[src/rtl/htc_pkg.sv]
package htc_pkg;
   localparam int unsigned WORD_W = 32;
   localparam int unsigned CNT_W  = 64;

   typedef enum logic [1:0] {
      RGN_NONE = 2'd0,
      RGN_SWI  = 2'd1,
      RGN_CMP  = 2'd2,
      RGN_TIME = 2'd3
   } htc_rgn_e;
endpackage

[src/rtl/htc_decode.sv]
module htc_decode
   import htc_pkg::*;
#(
   parameter int unsigned NUM_HARTS = 2,
   parameter int unsigned ADDR_W    = 16,
   parameter int unsigned SWI_BASE  = 32'h0000,
   parameter int unsigned CMP_BASE  = 32'h4000,
   parameter int unsigned TIME_BASE = 32'hBFF8
) (
   input  logic [ADDR_W-1:0]    addr,
   output htc_rgn_e             rgn,
   output logic                 upper,
   output logic [NUM_HARTS-1:0] hart_hit
);
   localparam logic [ADDR_W-1:0] SWI_B    = ADDR_W'(SWI_BASE);
   localparam logic [ADDR_W-1:0] CMP_B    = ADDR_W'(CMP_BASE);
   localparam logic [ADDR_W-1:0] TIME_LO  = ADDR_W'(TIME_BASE);
   localparam logic [ADDR_W-1:0] TIME_HI  = ADDR_W'(TIME_BASE + 4);
   localparam logic [ADDR_W-1:0] SWI_SPAN = ADDR_W'(4 * NUM_HARTS);
   localparam logic [ADDR_W-1:0] CMP_SPAN = ADDR_W'(8 * NUM_HARTS);

   logic [ADDR_W-1:0] swi_off;
   logic [ADDR_W-1:0] cmp_off;
   logic              aligned;
   logic              swi_in;
   logic              cmp_in;
   logic              time_lo;
   logic              time_hi;

   // Offsets wrap below the base, so a single upper-bound test suffices.
   assign swi_off = addr - SWI_B;
   assign cmp_off = addr - CMP_B;
   assign aligned = (addr[1:0] == 2'b00);
   assign swi_in  = aligned && (swi_off < SWI_SPAN);
   assign cmp_in  = aligned && (cmp_off < CMP_SPAN);
   assign time_lo = (addr == TIME_LO);
   assign time_hi = (addr == TIME_HI);

   for (genvar h = 0; h < NUM_HARTS; h++) begin : g_hit
      assign hart_hit[h] =
         (swi_in && (swi_off[ADDR_W-1:2] == (ADDR_W-2)'(h))) ||
         (cmp_in && (cmp_off[ADDR_W-1:3] == (ADDR_W-3)'(h)));
   end

   always_comb begin
      rgn   = RGN_NONE;
      upper = 1'b0;
      if (swi_in) begin
         rgn = RGN_SWI;
      end else if (cmp_in) begin
         rgn   = RGN_CMP;
         upper = cmp_off[2];
      end else if (time_lo || time_hi) begin
         rgn   = RGN_TIME;
         upper = time_hi;
      end
   end
endmodule

[src/rtl/htc_mtime.sv]
module htc_mtime #(
   parameter int unsigned CNT_W = 64
) (
   input  logic             clk,
   input  logic             rst_n,
   input  logic             tick_en,
   output logic [CNT_W-1:0] count
);
   always_ff @(posedge clk) begin
      if (!rst_n) begin
         count <= '0;
      end else if (tick_en) begin
         count <= count + CNT_W'(1);
      end
   end
endmodule

[src/rtl/htc_hart_slot.sv]
module htc_hart_slot
   import htc_pkg::*;
(
   input  logic             clk,
   input  logic             rst_n,
   input  logic [CNT_W-1:0] mtime,
   input  logic             swi_we,
   input  logic             swi_val,
   input  logic             cmp_we_lo,
   input  logic             cmp_we_hi,
   input  logic [WORD_W-1:0] wdata,
   output logic             msip,
   output logic [CNT_W-1:0] cmp,
   output logic             mtip
);
   always_ff @(posedge clk) begin
      if (!rst_n) begin
         msip <= 1'b0;
         cmp  <= '0;
         mtip <= 1'b1;
      end else begin
         if (swi_we) begin
            msip <= swi_val;
         end
         if (cmp_we_lo) begin
            cmp[WORD_W-1:0] <= wdata;
         end
         if (cmp_we_hi) begin
            cmp[CNT_W-1:WORD_W] <= wdata;
         end
         mtip <= (cmp <= mtime);
      end
   end
endmodule

[src/rtl/hart_timer_ctrl.sv]
module hart_timer_ctrl
   import htc_pkg::*;
#(
   parameter int unsigned NUM_HARTS = 2,
   parameter int unsigned ADDR_W    = 16,
   parameter int unsigned SWI_BASE  = 32'h0000,
   parameter int unsigned CMP_BASE  = 32'h4000,
   parameter int unsigned TIME_BASE = 32'hBFF8
) (
   input  logic                 clk,
   input  logic                 rst_n,
   input  logic                 tick_en,
   input  logic                 bus_sel,
   input  logic                 bus_we,
   input  logic [ADDR_W-1:0]    bus_addr,
   input  logic [31:0]          bus_wdata,
   input  logic [3:0]           bus_be,
   output logic [31:0]          bus_rdata,
   output logic [NUM_HARTS-1:0] msip_o,
   output logic [NUM_HARTS-1:0] mtip_o
);
   localparam longint unsigned SPACE = 64'd1 << ADDR_W;

   if (NUM_HARTS < 1) begin : g_bad_harts
      $error("hart_timer_ctrl: NUM_HARTS must be at least 1");
   end
   if (ADDR_W < 8 || ADDR_W > 32) begin : g_bad_aw
      $error("hart_timer_ctrl: ADDR_W must lie in 8..32");
   end
   if ((SWI_BASE % 4) != 0 || (CMP_BASE % 8) != 0 || (TIME_BASE % 8) != 0) begin : g_bad_align
      $error("hart_timer_ctrl: region base misaligned");
   end
   if (64'(SWI_BASE) + 64'(4 * NUM_HARTS) > SPACE ||
       64'(CMP_BASE) + 64'(8 * NUM_HARTS) > SPACE ||
       64'(TIME_BASE) + 64'd8 > SPACE) begin : g_bad_fit
      $error("hart_timer_ctrl: region exceeds address space");
   end

   htc_rgn_e                         dec_rgn;
   logic                             dec_upper;
   logic [NUM_HARTS-1:0]             dec_hit;
   logic [CNT_W-1:0]                 mtime_q;
   logic [NUM_HARTS-1:0][CNT_W-1:0]  cmp_val;
   logic                             wr_ok;
   logic                             rd_req;
   logic [WORD_W-1:0]                rd_mux;

   htc_decode #(
      .NUM_HARTS (NUM_HARTS),
      .ADDR_W    (ADDR_W),
      .SWI_BASE  (SWI_BASE),
      .CMP_BASE  (CMP_BASE),
      .TIME_BASE (TIME_BASE)
   ) dec_i (
      .addr     (bus_addr),
      .rgn      (dec_rgn),
      .upper    (dec_upper),
      .hart_hit (dec_hit)
   );

   htc_mtime #(.CNT_W(CNT_W)) mtime_i (
      .clk     (clk),
      .rst_n   (rst_n),
      .tick_en (tick_en),
      .count   (mtime_q)
   );

   assign wr_ok  = bus_sel && bus_we && (bus_be == 4'b1111);
   assign rd_req = bus_sel && !bus_we;

   for (genvar h = 0; h < NUM_HARTS; h++) begin : g_hart
      logic swi_we_h;
      logic lo_we_h;
      logic hi_we_h;

      assign swi_we_h = wr_ok && dec_hit[h] && (dec_rgn == RGN_SWI);
      assign lo_we_h  = wr_ok && dec_hit[h] && (dec_rgn == RGN_CMP) && !dec_upper;
      assign hi_we_h  = wr_ok && dec_hit[h] && (dec_rgn == RGN_CMP) && dec_upper;

      htc_hart_slot slot_i (
         .clk       (clk),
         .rst_n     (rst_n),
         .mtime     (mtime_q),
         .swi_we    (swi_we_h),
         .swi_val   (bus_wdata[0]),
         .cmp_we_lo (lo_we_h),
         .cmp_we_hi (hi_we_h),
         .wdata     (bus_wdata),
         .msip      (msip_o[h]),
         .cmp       (cmp_val[h]),
         .mtip      (mtip_o[h])
      );
   end

   always_comb begin
      rd_mux = '0;
      unique case (dec_rgn)
         RGN_SWI: begin
            for (int h = 0; h < NUM_HARTS; h++) begin
               if (dec_hit[h]) rd_mux = rd_mux | {31'b0, msip_o[h]};
            end
         end
         RGN_CMP: begin
            for (int h = 0; h < NUM_HARTS; h++) begin
               if (dec_hit[h]) begin
                  rd_mux = rd_mux | (dec_upper ? cmp_val[h][CNT_W-1:WORD_W]
                                               : cmp_val[h][WORD_W-1:0]);
               end
            end
         end
         RGN_TIME: rd_mux = dec_upper ? mtime_q[CNT_W-1:WORD_W] : mtime_q[WORD_W-1:0];
         default:  rd_mux = '0;
      endcase
   end

   always_ff @(posedge clk) begin
      if (!rst_n) begin
         bus_rdata <= '0;
      end else begin
         bus_rdata <= rd_req ? rd_mux : '0;
      end
   end
endmodule

[config.mk]
export PLATFORM = sky130hd
export DESIGN_NAME = hart_timer_ctrl
export DESIGN_NICKNAME = d
export VERILOG_FILES = /design/src/rtl/htc_pkg.sv /design/src/rtl/htc_decode.sv /design/src/rtl/htc_mtime.sv /design/src/rtl/htc_hart_slot.sv /design/src/rtl/hart_timer_ctrl.sv
export SDC_FILE = /design/constraint.sdc
export NUM_CORES = 1
export LEC_CHECK = 0
export BUFFER_PORTS_ARGS = -buffer_cell sky130_fd_sc_hd__buf_2
export CORE_MARGIN = 2
export CORE_UTILIZATION = 55
export DETAILED_ROUTE_END_ITERATION = 10
export HOLD_SLACK_MARGIN = 0.03
export PLACE_DENSITY_LB_ADDON = 0.2
export SLEW_MARGIN = 20
export SYNTH_ARGS = -nofsm -noshare
export SYNTH_HDL_FRONTEND = slang
export SYNTH_SLANG_ARGS = --single-unit
[constraint.sdc]
create_clock -name clk -period 2.44 [get_ports clk]
set_clock_uncertainty 0.1 [all_clocks]
set_input_delay 0.244 -clock clk [delete_from_list [all_inputs] [get_ports clk]]
set_output_delay 0.244 -clock clk [all_outputs]
set_load 0.005 [all_outputs]
==> results_dict.tcl <==
set metrics [dict create \
    setup_slack_ps -66.74 \
    clock_latency_ps 540 \
    synth-edff-count 0 \
    stdcell_count 2154 \
    grt_pass1_vias 12600 \
    path_class "reg2reg" \
    fmax_ghz 0.3989 \
    worst_setup_path_start_kind "register" \
    ys_ff_latch 228 \
    pre_cts_slack_ps -208.4 \
    slew_headroom 0.4845 \
    rsz0062_at_grt "true" \
    critPathRequiredTime_ps 2800 \
    cp_data_arrival_time_ps 2870 \
    fin_crit_sh 1.027 \
    wl_met2_um 18990 \
    clock_path_buffers 3 \
    met1_length_um 17220 \
    power_density_nw_per_um2 504.2 \
    n_antenna_cell 0 \
    die_w_um 158.9 \
    hold_ws_ps 123.2 \
    met3_length_um 2342 \
    track_usage 0.3110 \
    drive_gt1_frac 0.1891 \
    ys_async_sr_fraction 0 \
    vias_per_cell 5.822 \
    coreArea_um2 23540 \
    synth_flop_cell "dfxtp_1" \
    highest_layer "met4" \
    fin_crit_ps 2507 \
    drtIter0Drc 968 \
    portBuffers 92 \
    power_mw 8.308 \
    cts_root_buffer "clkbuf_16" \
    drt_wl_total_um 39800 \
    gr-total-overflow 0 \
    grt_pass1_wl_um 64310 \
    ant_nets 0 \
    dp.cells 2067 \
    fp-row-count 56 \
    avgRoutedWirePerCell_um 18.48 \
    syn_area_um2 13200 \
    clkTransAtPathRegs_ps 60 \
    num-nets-final 2005 \
    numCtsBuffers 26 \
    dp_hpwl_um 27430 \
    drc_errors 0 \
    p_leak_nw 6.782 \
    outcome "complete, but fails checks" \
    synth_cell_types 67 \
    ios 93 \
    mostFrequentLayoutCell "nand2_1" \
    die-height_um 158.9 \
    grt_max_degree 212 \
    worstMarginPinSlew_ps 773.3 \
    violations "negative setup slack" \
    area_growth_pct 24.80 \
    ir_drop_mv 0.4942 \
    synth.avg_cell_area_um2 8.226 \
    final_cell_mix "nand2_1 (388), dfxtp_1 (217), buf_4 (122), a21boi_1 (120), ha_1 (120)" \
    vias 12540 \
    maxCapViolCount 0 \
    synthCells 1605 \
    synth-warning-count 0 \
    finalSetupViolCount 1 \
    place_area_um2 14890 \
    die_area_um2 25260 \
    hp-class "in2reg" \
    syn-num-nets 1795 \
    start_util 0.5608 \
    cp_max_fo 3 \
    fin_area_um2 16480 \
    ys_seq_area_frac 0.3457 \
    htree_num_levels 1 \
    place.gp.congestion 0.9215 \
    end_kind "register" \
    finalHoldViolCount 0 \
    numClockSinks 228 \
    dr.pass1.iters 5 \
    cts_tree "done" \
    antenna_found_initial 0 \
    drv_slew 0 \
]
per-layer routing:
metal  vias up  global-route usage
met1      5984              0.3990
met5         -                   0
met4         0              0.1017
li1       6072                   -
met3        95             0.04637
met2       389              0.5389
critical path, cell delays in order (launching register included):
cell	delay (ps)
dfxtp_1	370
ha_4	280
nand4_1	230
nor4_4	390
nand3_1	140
or3_4	360
or4_1	470
o211ai_1	100
cells in the mapped netlist, types with 2 or more instances:
library cell    n  share of area
a211oi_1        6         0.0034
a21boi_0       16         0.0091
a21boi_1      120          0.068
a21o_1         12         0.0068
a21oi_1        74          0.028
a221o_1         2         0.0015
a221oi_1       33          0.022
a41o_1          2         0.0015
and2_1         42          0.020
and3_1          5         0.0024
and4_1          9         0.0060
buf_2          19         0.0072
buf_4           6         0.0034
clkbuf_1       53          0.015
dfxtp_1       228           0.35
ha_1          133           0.13
inv_1          74          0.021
mux2i_1        48          0.036
nand2_1       388           0.11
nand2b_1        2        0.00095
nand3_1        50          0.019
nand3b_1        2         0.0011
nand4_1        45          0.021
nand4_2         2         0.0019
nor2_1         27         0.0077
nor2_2          4         0.0019
nor2b_1         7         0.0033
nor3_1         23         0.0087
nor4_1         15         0.0071
nor4_2          2         0.0019
nor4_4          4         0.0064
o211ai_1        6         0.0034
o21a_1          2         0.0011
o21ai_0        52          0.020
o221ai_1        2         0.0013
o22a_1          2         0.0013
o311ai_0        2         0.0013
o31ai_1         2         0.0011
o32ai_2         2         0.0025
o41ai_1         2         0.0013
or3_1          11         0.0052
or4_1           4         0.0023
or4b_1          2         0.0015
xnor2_1        40          0.027
what timing repair did:
| action | in CTS | in global routing |
|---|---|---|
| hold buffers | 33 | 0 |
| endpoints found under the setup margin | 3 | 17 |
| gates resized for setup | 28 | 25 |
| pin swaps | 11 | 12 |
| setup buffers | 3 | 4 |
| hold endpoints to repair | 132 | 0 |
metrics by stage:
step,util,setup TNS (ps)
5_1_grt,0.6999,-135.8
2_1_floorplan,-,0
3_3_place_gp,0.6325,-245.3
3_5_place_dp,0.6325,-390.5
4_1_cts,0.6929,-5.209
6_report,0.6999,-66.74
power breakdown:
part | leakage, nW | switching [mW] | internal [mW]
clock network | 0.461 | 1.65 | 2.57
logic | 4.48 | 0.184 | 0.171
registers | 1.84 | 0.00711 | 3.73
kinds of logic (layout without fill, tap and decap cells):
logic type                 count (synthesis)  after routing  synth area share
muxes                                     48             48           0.03639
adders and majority gates                133            133            0.1260
buffers and inverters                    154            384           0.04786
xor gates and xnor gates                  41             41           0.02720
AOI/OAI and AO/OA                        348            348            0.1805
DFF                                      228            228            0.3457
and+or+nand+nor                          653            653            0.2363
flip-flops by register name (all words and copies together) (netlist names):
signal              flops
g_hart.slot_i.cmp     128
mtime_i.count          64
bus_rdata              32
g_hart.slot_i.msip      2
g_hart.slot_i.mtip      2
area by class of cell:
| cell class | instances | area (µm²) |
|---|---|---|
| inverters | 75 | 281.5 |
| repair buffers | 261 | 1993 |
| multi-input cells | 1223 | 8289 |
| flip-flops and latches | 228 | 4578 |
| clock buffers | 34 | 740.7 |
| well taps | 319 | 399.1 |
| clock inverters | 14 | 195.2 |
| fillers | 1903 | 7066 |
worst paths after layout:
| kind | slack [ps] | to | startpoint | depth (start not counted) |
|---|---|---|---|---|
| min | 120 | bus_rdata[29] | bus_addr[3] | 3 |
| min reg2reg | 370 | mtime_i.count[62] | mtime_i.count[62] | 2 |
| max reg2reg | -70 | g_hart[1].slot_i.mtip | g_hart[1].slot_i.cmp[48] | 7 |
| max | -70 | g_hart[1].slot_i.mtip | g_hart[1].slot_i.cmp[48] | 7 |
(Power assumes the default switching activity.)
